==> src/rtl/cfgseq_pkg.sv <==
package cfgseq_pkg;

    localparam logic [15:0] CRC_POLY = 16'h8005;

    typedef enum logic [3:0] {
        ST_OFF,
        ST_ACK,
        ST_CLEAR,
        ST_WAIT_INIT,
        ST_MODE,
        ST_LOAD,
        ST_START_DONE,
        ST_START_IO,
        ST_USER,
        ST_ERROR
    } cfg_state_e;

    typedef struct packed {
        logic init_low;
        logic done;
        logic io_en;
        logic gsr_rel;
    } pin_drive_t;

    function automatic logic [15:0] crc16_step(input logic [15:0] cur, input logic [7:0] data);
        logic [15:0] r;
        logic        fb;
        r = cur;
        for (int i = 7; i >= 0; i--) begin
            fb = r[15] ^ data[i];
            r  = {r[14:0], 1'b0};
            if (fb) r = r ^ CRC_POLY;
        end
        return r;
    endfunction

    function automatic pin_drive_t decode_pins(input cfg_state_e st);
        pin_drive_t p;
        p = '{init_low: 1'b0, done: 1'b0, io_en: 1'b0, gsr_rel: 1'b0};
        case (st)
            ST_OFF, ST_ACK, ST_CLEAR, ST_ERROR: p.init_low = 1'b1;
            ST_START_DONE: p.done = 1'b1;
            ST_START_IO:   begin p.done = 1'b1; p.io_en = 1'b1; end
            ST_USER:       begin p.done = 1'b1; p.io_en = 1'b1; p.gsr_rel = 1'b1; end
            default:       p.init_low = 1'b0;
        endcase
        return p;
    endfunction

endpackage

==> src/rtl/cfgseq_sync.sv <==
module cfgseq_sync #(
    parameter int         WIDTH   = 2,
    parameter logic [WIDTH-1:0] RST_VAL = '0
) (
    input  logic             clk,
    input  logic             rst,
    input  logic [WIDTH-1:0] d,
    output logic [WIDTH-1:0] q
);
    logic [WIDTH-1:0] meta;

    always_ff @(posedge clk) begin
        if (rst) begin
            meta <= RST_VAL;
            q    <= RST_VAL;
        end else begin
            meta <= d;
            q    <= meta;
        end
    end
endmodule

==> src/rtl/cfgseq_clear.sv <==
module cfgseq_clear #(
    parameter int CLEAR_FRAMES = 16,
    localparam int AW = (CLEAR_FRAMES > 1) ? $clog2(CLEAR_FRAMES) : 1
) (
    input  logic          clk,
    input  logic          rst,
    input  logic          run,
    output logic          strobe,
    output logic [AW-1:0] addr,
    output logic          finished
);
    localparam logic [AW-1:0] LAST = AW'(CLEAR_FRAMES - 1);

    always_ff @(posedge clk) begin
        if (rst || !run) begin
            addr     <= '0;
            finished <= 1'b0;
        end else if (!finished) begin
            if (addr == LAST) finished <= 1'b1;
            else              addr     <= addr + AW'(1);
        end
    end

    assign strobe = run && !finished;

    AST_ADDR_IN_RANGE: assert property (@(posedge clk) disable iff (rst)
        strobe |-> addr <= LAST) else $error("clear address past end");

    AST_ADDR_STEPS: assert property (@(posedge clk) disable iff (rst)
        (strobe && $past(strobe)) |-> addr == $past(addr) + AW'(1)) else $error("clear address skipped");
endmodule

==> src/rtl/cfgseq_crc.sv <==
module cfgseq_crc
    import cfgseq_pkg::*;
(
    input  logic        clk,
    input  logic        rst,
    input  logic        clr,
    input  logic        en,
    input  logic [7:0]  data,
    output logic [15:0] crc
);
    always_ff @(posedge clk) begin
        if (rst || clr) crc <= '0;
        else if (en)    crc <= crc16_step(crc, data);
    end
endmodule

==> src/rtl/cfgseq_top.sv <==
module cfgseq_top
    import cfgseq_pkg::*;
#(
    parameter int FRAME_BYTES  = 8,
    parameter int CLEAR_FRAMES = 16,
    localparam int CLEAR_AW = (CLEAR_FRAMES > 1) ? $clog2(CLEAR_FRAMES) : 1
) (
    input  logic                clk,
    input  logic                rst,
    input  logic                supply_ok,
    input  logic                prog_n,
    input  logic                init_sense,
    input  logic [2:0]          mode_pins,
    input  logic                din_valid,
    input  logic [7:0]          din_data,
    output logic                din_ready,
    output logic                init_drive_low,
    output logic                done,
    output logic                io_enable,
    output logic                gsr_release,
    output logic                clr_strobe,
    output logic [CLEAR_AW-1:0] clr_addr,
    output logic [2:0]          mode_latched
);
    localparam int CW = $clog2(FRAME_BYTES + 2);
    localparam logic [CW-1:0] HI_IDX = CW'(FRAME_BYTES);
    localparam logic [CW-1:0] LO_IDX = CW'(FRAME_BYTES + 1);

    cfg_state_e  state;
    pin_drive_t  pins;
    logic [1:0]  sync_q;
    logic        sup_s, prog_s;
    logic        clr_fin, hs, crc_en;
    logic [CW-1:0] cnt;
    logic [7:0]  crc_hi;
    logic [15:0] crc_val;

    cfgseq_sync #(.WIDTH(2), .RST_VAL(2'b10)) u_sync (
        .clk(clk), .rst(rst), .d({prog_n, supply_ok}), .q(sync_q)
    );
    assign sup_s  = sync_q[0];
    assign prog_s = sync_q[1];

    cfgseq_clear #(.CLEAR_FRAMES(CLEAR_FRAMES)) u_clear (
        .clk(clk), .rst(rst), .run(state == ST_CLEAR),
        .strobe(clr_strobe), .addr(clr_addr), .finished(clr_fin)
    );

    assign din_ready = (state == ST_LOAD);
    assign hs        = din_valid && din_ready;
    assign crc_en    = hs && (cnt < HI_IDX);

    cfgseq_crc u_crc (
        .clk(clk), .rst(rst), .clr(state == ST_MODE), .en(crc_en),
        .data(din_data), .crc(crc_val)
    );

    always_ff @(posedge clk) begin
        if (rst) begin
            state        <= ST_OFF;
            cnt          <= '0;
            crc_hi       <= '0;
            mode_latched <= '0;
        end else begin
            case (state)
                ST_OFF:       if (sup_s) state <= ST_CLEAR;
                ST_ACK:       state <= ST_CLEAR;
                ST_CLEAR:     if (clr_fin && prog_s) state <= ST_WAIT_INIT;
                ST_WAIT_INIT: if (init_sense) state <= ST_MODE;
                ST_MODE: begin
                    mode_latched <= mode_pins;
                    cnt          <= '0;
                    state        <= ST_LOAD;
                end
                ST_LOAD: if (hs) begin
                    if (cnt == LO_IDX) begin
                        state <= ({crc_hi, din_data} == crc_val) ? ST_START_DONE : ST_ERROR;
                    end else begin
                        if (cnt == HI_IDX) crc_hi <= din_data;
                        cnt <= cnt + CW'(1);
                    end
                end
                ST_START_DONE: state <= ST_START_IO;
                ST_START_IO:   state <= ST_USER;
                ST_USER:       if (!prog_s) state <= ST_ACK;
                ST_ERROR:      if (!prog_s) state <= ST_ACK;
                default:       state <= ST_OFF;
            endcase
        end
    end

    always_comb pins = decode_pins(state);
    assign init_drive_low = pins.init_low;
    assign done           = pins.done;
    assign io_enable      = pins.io_en;
    assign gsr_release    = pins.gsr_rel;

    AST_IO_AFTER_DONE: assert property (@(posedge clk) disable iff (rst)
        $rose(io_enable) |-> $past(done)) else $error("io before done");

    AST_GSR_AFTER_IO: assert property (@(posedge clk) disable iff (rst)
        $rose(gsr_release) |-> $past(io_enable)) else $error("gsr before io");

    AST_READY_ONLY_RELEASED: assert property (@(posedge clk) disable iff (rst)
        din_ready |-> (!init_drive_low && !done)) else $error("ready outside load");

    AST_CLEAR_AFTER_ACK: assert property (@(posedge clk) disable iff (rst)
        $rose(clr_strobe) |-> (!done && init_drive_low)) else $error("clear without ack");

    AST_PROG_HOLDS_CLEAR: assert property (@(posedge clk) disable iff (rst)
        (state == ST_WAIT_INIT && $past(state) == ST_CLEAR) |-> $past(prog_s)) else $error("left clear under hold");

    AST_ERROR_KEEPS_INIT: assert property (@(posedge clk) disable iff (rst)
        ($past(state) == ST_ERROR && $past(prog_s)) |-> (init_drive_low && !done)) else $error("error released");
endmodule

==> config.mk <==
export PLATFORM = sky130hd
export DESIGN_NAME = cfgseq_top
export DESIGN_NICKNAME = d
export VERILOG_FILES = /design/src/rtl/cfgseq_pkg.sv /design/src/rtl/cfgseq_sync.sv /design/src/rtl/cfgseq_clear.sv /design/src/rtl/cfgseq_crc.sv /design/src/rtl/cfgseq_top.sv
export SDC_FILE = /design/constraint.sdc
export NUM_CORES = 1
export LEC_CHECK = 0
export BUFFER_PORTS_ARGS = -buffer_cell sky130_fd_sc_hd__buf_4
export CORE_UTILIZATION = 40
export DETAILED_ROUTE_END_ITERATION = 6
export GPL_TIMING_DRIVEN = 0
export SLEW_MARGIN = 20
export SYNTH_ARGS = -nofsm -noshare
export SYNTH_HDL_FRONTEND = slang
export SYNTH_SLANG_ARGS = --single-unit
export TNS_END_PERCENT = 20
==> constraint.sdc <==
create_clock -name clk -period 2.67 [get_ports clk]
set_clock_uncertainty 0.15 [all_clocks]
set_input_delay 0.534 -clock clk [delete_from_list [all_inputs] [get_ports clk]]
set_output_delay 0.534 -clock clk [all_outputs]
set_load 0.01 [all_outputs]
==> reports/metrics.yaml, run 1 <==
synth_area_um2: 2277
postCtsSetupRepairBufs: 0
drive_gt1_share_pct: 17.30
p_sw_uw: 377.9
die_area_um2: 5999
postCtsHoldBufs: 0
status: "completed"
avgSynthCellArea_um2: 9.001
post-route-period-util_pct: 90.90
finalNonFillerCells: 361
grt_pass1_wl_um: 7948
grt_max_degree: 15
drc_errors: 0
yosysSeqAreaShare_pct: 38.68
synth_edf_count: 0
nets: 309
antenna_left: 0
p_per_area_nw_per_um2: 534.5
rrSetupSlack_ns: 0.24
overflow: 0
vias: 1811
reg2reg_from: "state[3]"
clockPowerShare_pct: 35.8
met2_usage_pct: 25.75
routed_via_density: 5.017
vdd_drop_max_uv: 319.1
max_cap_viol_count: 0
syn_to_final_growth_pct: 18.08
critPathCaptureType: "flip-flop"
setup_violations: 0
met3_usage_pct: 4.235
clock.fmax_ghz: 0.4120
first_pass_iters: 4
reg2regPathDepth: 5
holdPathEnd: "u_sync.q[0]"
numPortBuffers: 28
intPower_mw: 1.059
h-tree-depth: 2
cts_root_buffer: "clkbuf_8"
synthXorXnorAreaFrac_pct: 18.35
ioPinCount: 30
grt.total_usage_pct: 17.01
seqPwrFrac_pct: 47.9
critPathMaxFanout: 10
ys_seq_elements: 44
synth_async_sr_flop_share_pct: 0
synth_top_family_by_area: "simple AND/OR/NAND/NOR gates"
cts_resized: 0
synth-warning-count: 0
tightestPinTransition_ns: 0.9204
dp_hpwl_um: 3484
clk-insertion-delay-late_ns: 0.30
core_um2: 5507
cts-buffers-inserted: 5
maxSlewHeadroom_pct: 38.31
slew_violations: 0
clock_path_buffers: 2
final_core_util_pct: 48.83
hold_start: "rst"
hold_class: "in -> reg"
synth_cell_types: 47
worstSetupStartpointType: "flip-flop"
p_comb_share_pct: 16.3
synthAdderAreaFrac_pct: 2.198
grt_pass1_vias: 1707
hold_violations: 0
synthMuxAreaShare_pct: 5.275
cts_tree: "yes"
fillers: 544
die_w_um: 77.45
globalRoute.busiestLayer: "met2"
crit_type: "reg -> reg"
synth_nets: 274
setup_tns_ns: 0
drt_iter0_drc: 81
swShare_pct: 26.29
worstPathRequired_ns: 2.69
p_leak_nw: 0.9499
rsz0062_at_grt: "no"
num_rows: 27
n_antenna_cell: 0
wire_per_inst_um: 13.03
hold_depth: 2
die_height_um: 77.45
placed_cells: 353
min_period_ns: 2.427
antenna_found_initial: 0
synth_compound_area_share_pct: 11.21
worstReg2RegEnd: "u_crc.crc[9]"
synth_cells: 253
post_synth_and_or_nand_nor_area_fraction_pct: 20.99
cts_num_sinks: 44
totalWireLength_um: 4705
start_util_pct: 41.35
arrival_ns: 2.45
clk_pin_slew_ns: 0.09
synth_ff_type: "dfxtp_1"
gp_congestion: 0.8237
use_met1_pct: 23.06
[flip-flops by register name, indices dropped and copies added, names as in the netlist, 2 cells and up]
name,count
u_crc.crc,16
state,4
u_sync.q,2
u_sync.meta,2
u_clear.addr,4
cnt,4
mode_latched,3
crc_hi,8
[through the flow]
stage / cell area [um2] / setup slack, ns / power (mW) / hold WS [ns]
after CTS: 2689 / 0.1979 / 1.451 / 0.2573
after global placement: 2577 / 0.1850 / 0.9372 / 0.2412
after detailed placement: 2577 / 0.2050 / 0.9362 / 0.2521
after global routing: 2689 / 0.05850 / 1.502 / 0.2551
final: 2689 / 0.2430 / 1.437 / 0.2593
after floorplan: 2277 / 0.4839 / 0.8637 / 0.2395
[critical path, cell delays in order, from the launching register on]
cell	delay [ns]
dfxtp_1	0.36
nor4b_2	0.67
or2_2	0.22
clkbuf_1	0.35
buf_1	0.46
a21oi_1	0.08
[layout make-up]
class                   count  area, um2  share of cell area (%)
flip-flops and latches     44      880.8                   32.76
repair buffers             28      210.2                   7.818
clock inverters             3      42.54                   1.582
inverters                   7      26.28                  0.9772
plain buffers              11      48.80                   1.815
multi-input cells         191       1321                   49.14
clock buffers               5      68.82                   2.559
well taps                  72      90.09                   3.350
[cells in the mapped netlist, drive strengths merged (4+ instances only)]
cell type	number	area (um2)
clkbuf	9	33.78
o21ai	6	30.03
nand4	7	43.79
dfxtp	44	880.8
xor2	7	68.82
mux2i	12	120.1
a21oi	15	78.83
a211oi	7	52.55
inv	7	26.27
nor2	34	127.6
ha	4	50.05
nand2	25	93.84
nand3	5	25.02
xnor2	31	279.0
[routing by layer]
metal / part of all wire, % / vias up / wire length [um]
li1: - / 937 / -
met1: 50 / 836 / 2365
met2: 44 / 32 / 2071
met3: 4.0 / 6 / 187
met4: 1.7 / 0 / 81
met5: 0 / - / 0
[worst max-delay path by stage]
stage / endpoint / slack [ns] / from
2_1_floorplan: u_crc.crc[15] / 0.48 / din_data[4]
3_3_place_gp: cnt[3] / 0.19 / state[3]
3_5_place_dp: u_crc.crc[15] / 0.20 / din_data[3]
6_report: u_crc.crc[9] / 0.24 / state[3]
5_1_grt: u_crc.crc[10] / 0.06 / state[3]
4_1_cts: u_crc.crc[9] / 0.20 / state[3]
[cell families after synthesis]
kind of cell	Yosys count
xor gates and xnor gates	41
DFF	44
adders and majority gates	4
AOI/OAI and AO/OA	40
buffers and inverters	18
and+or+nand+nor	94
muxes	12
[cell usage in the layout (no fill, tap or decap), types with 7 or more instances in the layout]
cell type	synthesis	routed
a211oi_1	7	7
a21oi_1	14	14
buf_4	0	28
clkbuf_1	9	9
dfxtp_1	44	44
mux2i_1	12	12
nand2_1	25	25
nand4_1	7	7
nor2_1	34	34
xnor2_1	30	30
[power groups by stage]
stage                     Sequential (mW)  Combinational, mW  Clock (mW)
after floorplan                     0.702              0.162           0
after global placement              0.704              0.233           0
after detailed placement            0.704              0.233           0
after CTS                           0.688              0.234       0.529
after global routing                0.692              0.258       0.552
final                               0.688              0.234       0.515
(Power assumes the default switching activity.)
==> inputs of run 2 (changes only) <==
--- a/config.mk
+++ b/config.mk
@@ -6,11 +6,13 @@
 export NUM_CORES = 1
 export LEC_CHECK = 0
 export BUFFER_PORTS_ARGS = -buffer_cell sky130_fd_sc_hd__buf_4
-export CORE_UTILIZATION = 40
+export CORE_UTILIZATION = 57
 export DETAILED_ROUTE_END_ITERATION = 6
 export GPL_TIMING_DRIVEN = 0
+export PLACE_DENSITY = 0.79
 export SLEW_MARGIN = 20
 export SYNTH_ARGS = -nofsm -noshare
 export SYNTH_HDL_FRONTEND = slang
+export SYNTH_HIERARCHICAL = 1
 export SYNTH_SLANG_ARGS = --single-unit
 export TNS_END_PERCENT = 20
==> run 2 against run 1 <==
Synthesized area is 2.9% higher. Clock-buffer cell count unchanged. Flip-flop and latch count unchanged. Combinational power increased by 43%. Core utilization up 23 points. Largest cell class unchanged. Clock power is 6.0% lower. Highest routed layer unchanged.
==> reports/metrics.yaml, run 2 <==
overflow: 0  # unchanged
synth_ff_type: "dfxtp_1"
ioPinCount: 30  # unchanged
synth_async_sr_flop_share_pct: 0  # unchanged
maxSlewHeadroom_pct: 54.02  # +16 points
nets: 303  # -1.9%
synth_cells: 246  # -2.8%
dp_hpwl_um: 3386  # -2.8%
cts_root_buffer: "clkbuf_8"
max_cap_viol_count: 0  # unchanged
min_period_ns: 2.276  # -0.1511 ns
multi_input_area_um2: 1359  # +2.8%
final_common_cell: "dfxtp_1"
first_pass_iters: 5  # +1
drive_gt1_share_pct: 17.79  # +0.49 points
antenna_found_initial: 0  # unchanged
numPortBuffers: 29  # +3.6%
clk_pin_slew_ns: 0.07  # -0.02 ns
critPathMaxFanout: 10  # unchanged
final_core_util_pct: 71.57  # +23 points
reg2reg_from: "cnt[1]"
grt_pass1_wl_um: 7583  # -4.6%
tightestPinTransition_ns: 0.6856  # -0.2348 ns
synth-warning-count: 6  # +6
gp_congestion: 0.7925  # -3.8%
die_area_um2: 4370  # -27%
die_w_um: 66.11  # -15%
cts_num_sinks: 44  # unchanged
synth_edf_count: 0  # unchanged
vdd_drop_max_uv: 388.0  # +22%
num_rows: 22  # -19%
yosysSeqAreaShare_pct: 37.61  # -1.1 points
cpPeakStageDelay_ns: 0.47  # -0.20 ns
seqCellArea_um2: 880.8  # unchanged
reg_top3: "u_crc/crc (16), crc_hi (8)"
pre_cts_slack_ns: 0.4154  # +0.2104 ns
hold_class: "reg -> reg"
fillers: 330  # -39%
setup_tns_ns: 0  # unchanged
drc_errors: 0  # unchanged
clock_path_buffers: 2  # unchanged
synth_nets: 267  # -2.6%
n_antenna_cell: 0  # unchanged
routed_via_density: 5.584  # +11%
yosysTopAreaCell: "dfxtp_1"
largest_reg_flops: 16  # unchanged
antenna_left: 0  # unchanged
grt_max_degree: 13  # -2
finalWorstSetupSlack_ns: 0.3942  # +0.1511 ns
placed_cells: 323  # -8.5%
postCtsSetupRepairBufs: 0  # unchanged
post-route-period-util_pct: 85.24  # -5.7 points
die_height_um: 66.11  # -15%
core_um2: 3799  # -31%
p_per_area_nw_per_um2: 559.3  # +4.6%
synth_area_um2: 2342  # +2.9%
worstSetupStartpointType: "flip-flop"
drt_iter0_drc: 74  # -8.6%
wire_per_inst_um: 13.96  # +7.1%
path_cells: "clkbuf_1 > nor2_1 > nand2_1 > o21ai_0 > buf_4"
yosys-top-cells-area: "dfxtp_1 38%, mux2i_1 8.1%, xor2_1 7.9%, xnor2_1 6.4%, nor2_1 5.9%"
crit_type: "reg -> out"
critPathCaptureType: "output pin"
cts-buffers-inserted: 5  # unchanged
p_leak_nw: 1.179  # +24%
hold_violations: 0  # unchanged
yosysTopAreaCellShare_pct: 37.61  # -1.1 points
final_cell_mix: "44 x dfxtp_1, 37 x nor2_1, 31 x buf_4"
h-tree-depth: 2  # unchanged
synth_cell_types: 47  # unchanged
start_util_pct: 61.66  # +20 points
clk-insertion-delay-late_ns: 0.30  # about the same
yosys-top-cells-count: "44 x dfxtp_1, 37 x nor2_1, 21 x xor2_1"
slew_violations: 0  # unchanged
hold_start: "u_sync/meta[1]"
crit_slowest_cell: "dfxtp_1"
syn_to_final_growth_pct: 16.08
cts_resized: 0  # unchanged
status: "completed"
ys_seq_elements: 44  # unchanged
postCtsHoldBufs: 0  # unchanged
grt_pass1_vias: 1628  # -4.6%
setup_violations: 0  # unchanged
grt.total_usage_pct: 23.45  # +6.4 points
arrival_ns: 1.59  # -0.86 ns
worstPathRequired_ns: 1.99  # -0.70 ns
vias: 1837  # +1.4%
yosysMostFrequentCell: "dfxtp_1"
regMostFlops: "u_crc/crc"
totalWireLength_um: 4593  # -2.4%
finalNonFillerCells: 329  # -8.9%
rsz0062_at_grt: "no"
avgSynthCellArea_um2: 9.521  # +5.8%
clock.fmax_ghz: 0.4394  # +6.6%
cts_tree: "yes"
critPathLaunch: "state[1]"
-- run 2: worst paths after layout --
check	endpoint	cells after the start	slack (ns)
max	done	5	0.39
min	u_sync/q[1]	1	0.25
max reg2reg	crc_hi[0]	6	0.47
min reg2reg	u_sync/q[1]	1	0.25
-- run 2: layout make-up --
type                            instances  area share [%]
Timing Repair Buffer                   29           8.007
Sequential cell                        44           32.40
Tap cell                               48           2.209
Inverter                                9           1.243
Clock buffer                            5           2.531
Multi-Input combinational cell        183           49.98
Clock inverter                          1           1.104
Buffer                                 10           2.531
-- run 2: per-stage QoR --
stage	hold WS (ns)	power (mW)	instance area (um2)
floorplan	0.2332	0.9523	2342
CTS	0.2587	1.530	2719
global placement	0.2391	1.046	2620
detailed placement	0.2414	1.051	2620
global route	0.2601	1.605	2719
finish	0.2549	1.521	2719
-- run 2: per-layer routing --
layer | routed length, um | up-vias | track usage, %
li1 | - | 923 | -
met1 | 2195 | 872 | 31.45
met2 | 2159 | 40 | 36.10
met3 | 212 | 2 | 6.724
met4 | 26 | 0 | 7.447
met5 | 0 | - | 0
-- run 2: worst max-delay path: cells and delay by family (launching register included) --
kind | cells | cell delay [ns]
AO/OA/AOI/OAI | 1 | 0.08
buffers and inverters | 2 | 0.50
flip-flops | 1 | 0.47
AND/OR/NAND/NOR | 2 | 0.24
-- run 2: cell families after synthesis --
| logic type | after synthesis | synth area share [%] |
|---|---|---|
| AND/OR/NAND/NOR | 80 | 18.11 |
| flip-flops | 44 | 37.61 |
| XOR/XNOR | 42 | 17.63 |
| AO/OA/AOI/OAI | 36 | 11.06 |
| multiplexers | 21 | 9.081 |
| buffers and inverters | 19 | 4.380 |
| adder cells (fa/ha/maj) | 4 | 2.137 |
-- run 2: report_power, final --
part           total, mW  leakage (nW)  switching, mW  internal [mW]
Sequential         0.702         0.356         0.0241          0.678
Combinational      0.335         0.773          0.174          0.160
Clock              0.484        0.0501          0.216          0.268
==> inputs of run 3 (changes only) <==
--- a/config.mk
+++ b/config.mk
@@ -6,7 +6,9 @@
 export NUM_CORES = 1
 export LEC_CHECK = 0
 export BUFFER_PORTS_ARGS = -buffer_cell sky130_fd_sc_hd__buf_4
+export CORE_ASPECT_RATIO = 0.8
 export CORE_UTILIZATION = 57
+export CTS_CLUSTER_SIZE = 12
 export DETAILED_ROUTE_END_ITERATION = 6
 export GPL_TIMING_DRIVEN = 0
 export PLACE_DENSITY = 0.79
==> run 3 against run 2 <==
Fmax down 0.37%. Core utilization decreased by 1.3 points. Combinational power is essentially flat. Cell count grew 2.4%. Sequential power hardly changed. Critical path type unchanged. Largest power group unchanged.
==> reports/metrics.yaml, run 3 (synthesized netlist as in run 2, its figures left out) <==
grt_pass1_vias: 1633  # +0.31%
vdd_drop_max_uv: 369.0  # -4.9%
die_area_um2: 4371  # about the same
num_rows: 20  # -9.1%
worstReg2RegEnd: "u_crc/crc[6]"
die_height_um: 59.34  # -10%
regMostFlops: "u_crc/crc"
largest_reg_flops: 16  # unchanged
h-tree-depth: 2  # unchanged
vias: 1803  # -1.9%
syn_to_final_growth_pct: 15.55
grt_max_degree: 13  # unchanged
cts_resized: 0  # unchanged
cts_root_buffer: "clkbuf_8"
drc_errors: 0  # unchanged
dp_hpwl_um: 3360  # -0.77%
path_cells: "clkbuf_1 > nor2_1 > nand2_1 > o21ai_0 > buf_4"
crit_type: "reg -> out"
setup_violations: 0  # unchanged
setup_tns_ns: 0  # unchanged
clk-insertion-delay-late_ns: 0.29  # about the same
tightestPinTransition_ns: 0.6704  # -0.01519 ns
overflow: 0  # unchanged
start_util_pct: 60.78  # -0.88 points
clk_pin_slew_ns: 0.07  # about the same
status: "completed"
cpPeakStageDelay_ns: 0.48  # about the same
maxSlewHeadroom_pct: 55.04  # +1.0 points
cts-buffers-inserted: 5  # unchanged
min_period_ns: 2.284  # +0.008474 ns
clock.fmax_ghz: 0.4378  # -0.37%
slew_violations: 0  # unchanged
n_antenna_cell: 0  # unchanged
reg_top3: "u_crc/crc (16), crc_hi (8)"
postCtsSetupRepairBufs: 0  # unchanged
wire_per_inst_um: 13.60  # -2.6%
antenna_found_initial: 0  # unchanged
cp.buffers_inverters: 2  # unchanged
final_common_cell: "dfxtp_1"
post-route-period-util_pct: 85.55  # +0.32 points
p_per_area_nw_per_um2: 525.5  # -6.0%
crit_slowest_cell: "dfxtp_1"
postCtsHoldBufs: 0  # unchanged
cts_tree: "yes"
max_cap_viol_count: 0  # unchanged
reg2regPathDepth: 6  # unchanged
first_pass_iters: 4  # -1
core_um2: 3854  # +1.4%
worstSetupStartpointType: "flip-flop"
grt_pass1_wl_um: 7610  # +0.36%
clock_path_buffers: 2  # unchanged
numPortBuffers: 29  # unchanged
rsz0062_at_grt: "no"
drive_gt1_share_pct: 17.73  # -0.063 points
totalWireLength_um: 4583  # -0.22%
grt.total_usage_pct: 23.16  # -0.29 points
crit_family: "buffers and inverters"
critPathMaxFanout: 10  # unchanged
rrSetupSlack_ns: 0.45  # -0.02 ns
hold_class: "reg -> reg"
die_w_um: 73.67  # +11%
hold_violations: 0  # unchanged
worstPathRequired_ns: 1.99  # about the same
routed_via_density: 5.350  # -4.2%
pre_cts_slack_ns: 0.3832  # -0.03222 ns
critPathCaptureType: "output pin"
reg2reg_from: "state[2]"
p_leak_nw: 1.170  # -0.77%
cp.depth: 5  # unchanged
critPathLaunch: "state[1]"
final_cell_mix: "44 x dfxtp_1, 37 x nor2_1, 31 x buf_4"
drt_iter0_drc: 95  # +28%
fillers: 351  # +6.4%
cts_num_sinks: 44  # unchanged
gp_congestion: 0.8505  # +7.3%
antenna_left: 0  # unchanged
finalWorstSetupSlack_ns: 0.3857  # -0.008474 ns
critPathCapture: "done"
nets: 303  # unchanged
ioPinCount: 30  # unchanged
hold_slack_ns: 0.2557  # +0.0008920 ns
arrival_ns: 1.60  # about the same
==> run 3: cell types whose count changed in the layout (fill, tap and decap cells not counted), sizes merged <==
cell    previous run  this run
bufinv             1         0
clkbuf             9        10
clkinv             0         1
==> run 3: cell type report <==
type                            instances  area, um2  share of cell area (%)
Buffer                                 10      68.82                   2.543
Clock buffer                            6      72.57                   2.681
Clock inverter                          1      5.005                  0.1849
Inverter                                9      33.78                   1.248
Multi-Input combinational cell        183       1359                   50.21
Sequential cell                        44      880.8                   32.55
Tap cell                               55      68.82                   2.543
Timing Repair Buffer                   29      217.7                   8.044
==> run 3: layer usage <==
| metal | share of wire, % | wire length, um | vias up | global-route usage [%] |
|---|---|---|---|---|
| met5 | 0 | 0 | - | 0 |
| met3 | 4.5 | 207 | 4 | 5.102 |
| met1 | 52 | 2398 | 841 | 35.22 |
| li1 | - | - | 919 | - |
| met4 | 0.50 | 23 | 0 | 7.143 |
| met2 | 43 | 1954 | 39 | 32.37 |
==> run 3: through the flow <==
stage	cells	area, um2	total power, mW	utilization (%)
floorplan	246	2342	0.9523	-
global placement	330	2629	1.048	68.21
detailed placement	330	2629	1.051	68.21
CTS	337	2706	1.436	70.23
global route	337	2706	1.501	70.23
finish	337	2706	1.422	70.23
==> run 3: power by group <==
group	switching, mW	leakage (nW)	internal (mW)
sequential	0.0255	0.356	0.678
clock	0.204	0.0410	0.178
combinational	0.177	0.773	0.160
==> run 3: worst register-to-register path, delay by kind of cell (launching register included) <==
family,cells,cell delay (ns)
compound gates,1,0.10
buf+inv,3,0.74
flops,1,0.31
simple gates,2,0.78
==> run 3: how the worst min path moves through the flow <==
| stage | start | endpoint | slack (ns) | depth (start not counted) |
|---|---|---|---|---|
| floorplan | u_sync/meta[1] | u_sync/q[1] | 0.23 | 1 |
| global placement | u_sync/meta[1] | u_sync/q[1] | 0.24 | 1 |
| detailed placement | u_sync/meta[1] | u_sync/q[1] | 0.24 | 1 |
| CTS | u_sync/meta[1] | u_sync/q[1] | 0.26 | 1 |
| global route | prog_n | u_sync/meta[1] | 0.27 | 2 |
| finish | u_sync/meta[1] | u_sync/q[1] | 0.26 | 1 |
